[src/rtl/busarb_pkg.sv]
package busarb_pkg;

    localparam int NODES_DEF = 6;
    localparam int IDW_DEF   = 3;

    typedef enum logic [1:0] {
        MODE_SOLO  = 2'd0,
        MODE_MULTI = 2'd1,
        MODE_BAD   = 2'd2
    } node_mode_e;

    typedef struct packed {
        node_mode_e mode;
        logic       err;
    } id_info_t;

endpackage

[src/rtl/busarb_id_decode.sv]
module busarb_id_decode
    import busarb_pkg::*;
#(
    parameter int N = NODES_DEF,
    parameter int W = IDW_DEF
) (
    input  logic [W-1:0] node_id,
    output id_info_t     info
);
    localparam logic [W-1:0] ID_SOLO = '0;
    localparam logic [W-1:0] ID_MAX  = W'(N);

    always_comb begin
        if (node_id == ID_SOLO) begin
            info.mode = MODE_SOLO;
            info.err  = 1'b0;
        end else if (node_id <= ID_MAX) begin
            info.mode = MODE_MULTI;
            info.err  = 1'b0;
        end else begin
            info.mode = MODE_BAD;
            info.err  = 1'b1;
        end
    end
endmodule

[src/rtl/busarb_req_drive.sv]
module busarb_req_drive #(
    parameter int N = 6,
    parameter int W = 3
) (
    input  logic         active,
    input  logic         want_bus,
    input  logic [W-1:0] node_id,
    output logic [N-1:0] drive_n
);
    for (genvar g = 0; g < N; g++) begin : g_line
        localparam logic [W-1:0] LINE_ID = W'(g + 1);
        assign drive_n[g] = !(active && want_bus && (node_id == LINE_ID));
    end
endmodule

[src/rtl/busarb_track.sv]
module busarb_track #(
    parameter int N = 6,
    parameter int W = 3
) (
    input  logic         clk,
    input  logic         rst,
    input  logic         active,
    input  logic [N-1:0] lines_n,
    output logic [W-1:0] owner_q
);
    localparam logic [W-1:0] OWNER_RST = W'(1);

    logic [N-1:0] req;
    logic         owner_holds;
    logic         found;
    logic [W-1:0] owner_nxt;

    assign req = ~lines_n;

    always_comb begin
        owner_holds = 1'b0;
        for (int k = 0; k < N; k++) begin
            if (owner_q == W'(k + 1)) owner_holds = req[k];
        end
        owner_nxt = owner_q;
        found     = 1'b0;
        if (!owner_holds) begin
            for (int k = 0; k < N; k++) begin
                if (req[k] && !found) begin
                    owner_nxt = W'(k + 1);
                    found     = 1'b1;
                end
            end
        end
    end

    always_ff @(posedge clk) begin
        if (rst)         owner_q <= OWNER_RST;
        else if (active) owner_q <= owner_nxt;
    end
endmodule

[src/rtl/busarb_node.sv]
module busarb_node
    import busarb_pkg::*;
#(
    parameter int N = NODES_DEF,
    parameter int W = IDW_DEF
) (
    input  logic         clk,
    input  logic         rst,
    input  logic [W-1:0] node_id,
    input  logic         want_bus,
    input  logic         bm_en,
    input  logic [N-1:0] req_lines_n,
    output logic [N-1:0] req_drive_n,
    output logic [W-1:0] master_id,
    output logic         is_master,
    output logic         id_err
);
    id_info_t     info;
    logic         multi;
    logic [W-1:0] owner_q;

    busarb_id_decode #(.N(N), .W(W)) u_dec (
        .node_id (node_id),
        .info    (info)
    );

    assign multi  = (info.mode == MODE_MULTI);
    assign id_err = info.err;

    busarb_req_drive #(.N(N), .W(W)) u_drv (
        .active   (multi),
        .want_bus (want_bus),
        .node_id  (node_id),
        .drive_n  (req_drive_n)
    );

    busarb_track #(.N(N), .W(W)) u_trk (
        .clk     (clk),
        .rst     (rst),
        .active  (multi),
        .lines_n (req_lines_n),
        .owner_q (owner_q)
    );

    assign master_id = multi ? owner_q : node_id;
    assign is_master = bm_en && (multi ? (owner_q == node_id) : 1'b1);
endmodule

[config.mk]
export PLATFORM = sky130hd
export DESIGN_NAME = busarb_node
export DESIGN_NICKNAME = d
export VERILOG_FILES = /design/src/rtl/busarb_pkg.sv /design/src/rtl/busarb_id_decode.sv /design/src/rtl/busarb_req_drive.sv /design/src/rtl/busarb_track.sv /design/src/rtl/busarb_node.sv
export SDC_FILE = /design/constraint.sdc
export NUM_CORES = 1
export LEC_CHECK = 0
export BUFFER_PORTS_ARGS = -buffer_cell sky130_fd_sc_hd__buf_2
export CORE_AREA = 2 2 39 41
export CTS_CLUSTER_SIZE = 30
export DETAILED_ROUTE_END_ITERATION = 16
export DIE_AREA = 0 0 41 43
export HOLD_SLACK_MARGIN = 0.05
export PLACE_DENSITY = 0.69
export REMOVE_ABC_BUFFERS = 1
export SYNTH_ARGS = -nofsm -noshare
export SYNTH_HDL_FRONTEND = slang
export SYNTH_SLANG_ARGS = --single-unit
[constraint.sdc]
create_clock -name clk -period 5.5 [get_ports clk]
set_clock_uncertainty 0.15 [all_clocks]
set_input_delay 1.1 -clock clk [delete_from_list [all_inputs] [get_ports clk]]
set_output_delay 1.1 -clock clk [all_outputs]
set_load 0.02 [all_outputs]
==> impl_metrics.py <==
metrics = {
    "clock_network": {
        "cts_buffers": 3,
        "clk_latency_ns": 0.24,
        "clockBufferDepth": 2,
        "clk_pin_slew_ns": 0.04,
        "numClockSinks": 3,
        "cts_resized": 0,
        "cts_max_level": 1,
        "post_cts_buffers": 0,
        "cts_tree": "yes",
        "cts-root-buf": "clkbuf_4",
        "cts.hold.buffers_added": 0,
    },
    "timing": {
        "rsz0062_at_grt": "no",
        "maxSlewViolCount": 0,
        "setup_viol": 0,
        "tightest_slew_ns": 0.3819,
        "post-route-min-period_ns": 3.625,
        "setup_ws_ns": 1.875,
        "relSlewSlack": 0.7451,
        "hold_violations": 0,
        "max_freq_mhz": 275.9,
        "finalCritPeriodShare": 0.6591,
        "hold_ws_ns": 0.4776,
        "setup_total_negative_slack_ns": 0,
    },
    "place": {
        "place_ws_ns": 1.891,
        "dpl_cell_area_um2": 549.3,
        "place.gp.congestion": 0.6899,
        "dpl.hpwl_um": 832.4,
        "port_buffers": 23,
    },
    "final_layout": {
        "stdcell_area_um2": 575.6,
        "fillers": 161,
        "largest_register_ffs": 3,
        "area_delta_synth_final_pct": 28.13,
        "max_flop_register": "u_trk.owner_q",
        "reg_top3": "u_trk.owner_q (3)",
        "drive_above_1_share": 0.3721,
        "diodes": 0,
        "nNetsFinal": 100,
    },
    "power": {
        "pwr-share-comb": 0.459,
        "p_seq_frac": 0.267,
        "vdd_drop_max_mv": 0.07098,
        "clkPwrFrac": 0.274,
        "p_sw_frac": 0.4010,
        "p_leak_nw": 0.2584,
        "power_density_nw_per_um2": 256.7,
        "switchingPower_mw": 0.05923,
        "p_int_mw": 0.08850,
    },
    "detailed_routing": {
        "first_pass_iters": 4,
        "drt-total-wl_um": 1080,
        "via_count": 517,
        "drt_iter0_markers": 10,
        "wl_per_cell_um": 10.59,
        "drc": 0,
        "vias_per_cell": 5.069,
        "drtAntennaViolNets": 0,
    },
    "synth": {
        "syn_avg_cell_area_um2": 6.910,
        "synth_seq_cells": 3,
        "ys_seq_area_frac": 0.1337,
        "netlist_instances": 65,
        "synth_top_area_share": 0.1337,
        "yosys_warnings": 0,
        "synth.distinct_cells": 29,
        "yosysTopAreaCell": "dfxtp_1",
        "synth_area_leaders": "dfxtp_1 (13%), a21oi_1 (11%), nand3_1 (10%)",
        "synth_area_um2": 449.2,
    },
    "die": {
        "dieArea_um2": 1763,
        "die_h_um": 43,
        "initial_core_util": 0.3246,
        "pin_count": 24,
        "core_um2": 1384,
        "rows": 14,
        "die_w_um": 41,
    },
    "critical_path": {
        "cp.arrival_ns": 2.38,
        "worstPathRequired_ns": 4.25,
        "crit_type": "primary input to output port",
        "crit_slowest_cell": "or3b_1",
        "end_kind": "output port",
        "crit_top_cell": "buf_2",
        "crit_family": "simple AND/OR/NAND/NOR gates",
        "path_buf_inv": 2,
        "startpoint_type": "primary input",
        "max_stage_delay_ns": 0.39,
        "crit_fanout": 12,
        "reg2reg_slack_ns": 3.33,
        "crit_chain": "buf_2 -> or2_1 -> or3b_1 -> a21oi_1 -> o31a_1 -> buf_2",
    },
    "global_routing": {
        "grt_pass1_wl_um": 1621,
        "grt_pass1_vias": 399,
        "grt_max_degree": 15,
        "grt_use_total": 0.1337,
        "antenna_found_initial": 0,
        "grt-ovfl-total": 0,
    },
    "status": {
        "status": "finished, final reports clean",
    },
    "worst_hold_path": {
        "hp-class": "flip-flop to flip-flop",
    },
    "run": {
        "max_cap_violations": 0,
    },
}
-- worst register-to-register path: stages (launching register included) --
cell and delay [ns]:
dfxtp_1 0.54, mux2_2 0.40, mux4_2 0.50, nor2b_4 0.16, a221o_1 0.31
-- per-stage QoR --
stage | std cells | total power [mW] | util
floorplan | 59 | 0.08483 | -
global placement | 98 | 0.1068 | 0.3969
detailed placement | 98 | 0.1085 | 0.3969
CTS | 102 | 0.1498 | 0.4159
global route | 102 | 0.1604 | 0.4159
finish | 102 | 0.1477 | 0.4159
-- power by group through the flow --
stage                     Sequential, mW  Combinational [mW]  Clock [mW]
after floorplan                   0.0358              0.0490           0
after global placement            0.0399              0.0669           0
after detailed placement          0.0401              0.0684           0
after CTS                         0.0397              0.0685      0.0416
after global routing              0.0414              0.0755      0.0435
final                             0.0395              0.0677      0.0405
-- synthesized netlist by cell type --
master    number
a211oi_1       2
a21oi_1       10
a221o_1        1
and3_1         1
and4b_1        1
buf_2          1
buf_4          1
buf_6          1
clkbuf_1       3
dfxtp_1        3
inv_1          2
mux2_2         1
mux2_4         1
mux4_2         1
nand2_1        6
nand2b_1       1
nand3_1        9
nor2_1         4
nor2b_1        4
nor2b_4        1
nor3_1         1
o21a_1         1
o21ai_0        2
o21ai_2        1
o221a_2        1
o31a_1         1
or2_1          2
or3_1          1
or3b_1         1
-- layer usage --
| layer | vias to the layer above | routed length (um) | global-route usage |
|---|---|---|---|
| li1 | 279 | - | - |
| met1 | 214 | 524 | 0.1677 |
| met2 | 24 | 475 | 0.2063 |
| met3 | 0 | 80 | 0.04712 |
| met4 | 0 | 0 | 0.04000 |
| met5 | - | 0 | 0 |
-- area by class of cell --
cell class                 instances  area (um^2)  share of cell area
clock buffer                       4        26.28             0.04565
timing repair buffer              23        115.1              0.2000
multi-input combinational         54        346.6              0.6022
tap                               16        20.02             0.03478
sequential                         3        60.06              0.1043
inverter                           2        7.507             0.01304
-- worst paths after layout --
path	startpoint	to	cells past startpoint
setup reg to reg	u_trk.owner_q[1]	u_trk.owner_q[0]	4
hold / removal	u_trk.owner_q[2]	u_trk.owner_q[2]	2
hold reg to reg	u_trk.owner_q[2]	u_trk.owner_q[2]	2
setup / recovery	node_id[1]	is_master	6
-- layout by cell type, fill, tap and decap left out, types with 2 or more instances in the layout --
cell type,netlist,final
nor2b_1,4,4
nand2_1,6,6
o21ai_0,2,2
a21oi_1,10,10
or2_1,2,2
a211oi_1,2,2
nor2_1,4,4
nand3_1,9,9
clkbuf_4,0,3
dfxtp_1,3,3
inv_1,2,2
buf_2,1,23
-- kinds of logic after synthesis --
logic type,count (synthesis),share of synthesized area
mux,3,0.1086
simple gates,32,0.3927
flops,3,0.1337
buf+inv,8,0.09471
compound gates,19,0.2702
Note: power is estimated with default switching activity, not from simulation.
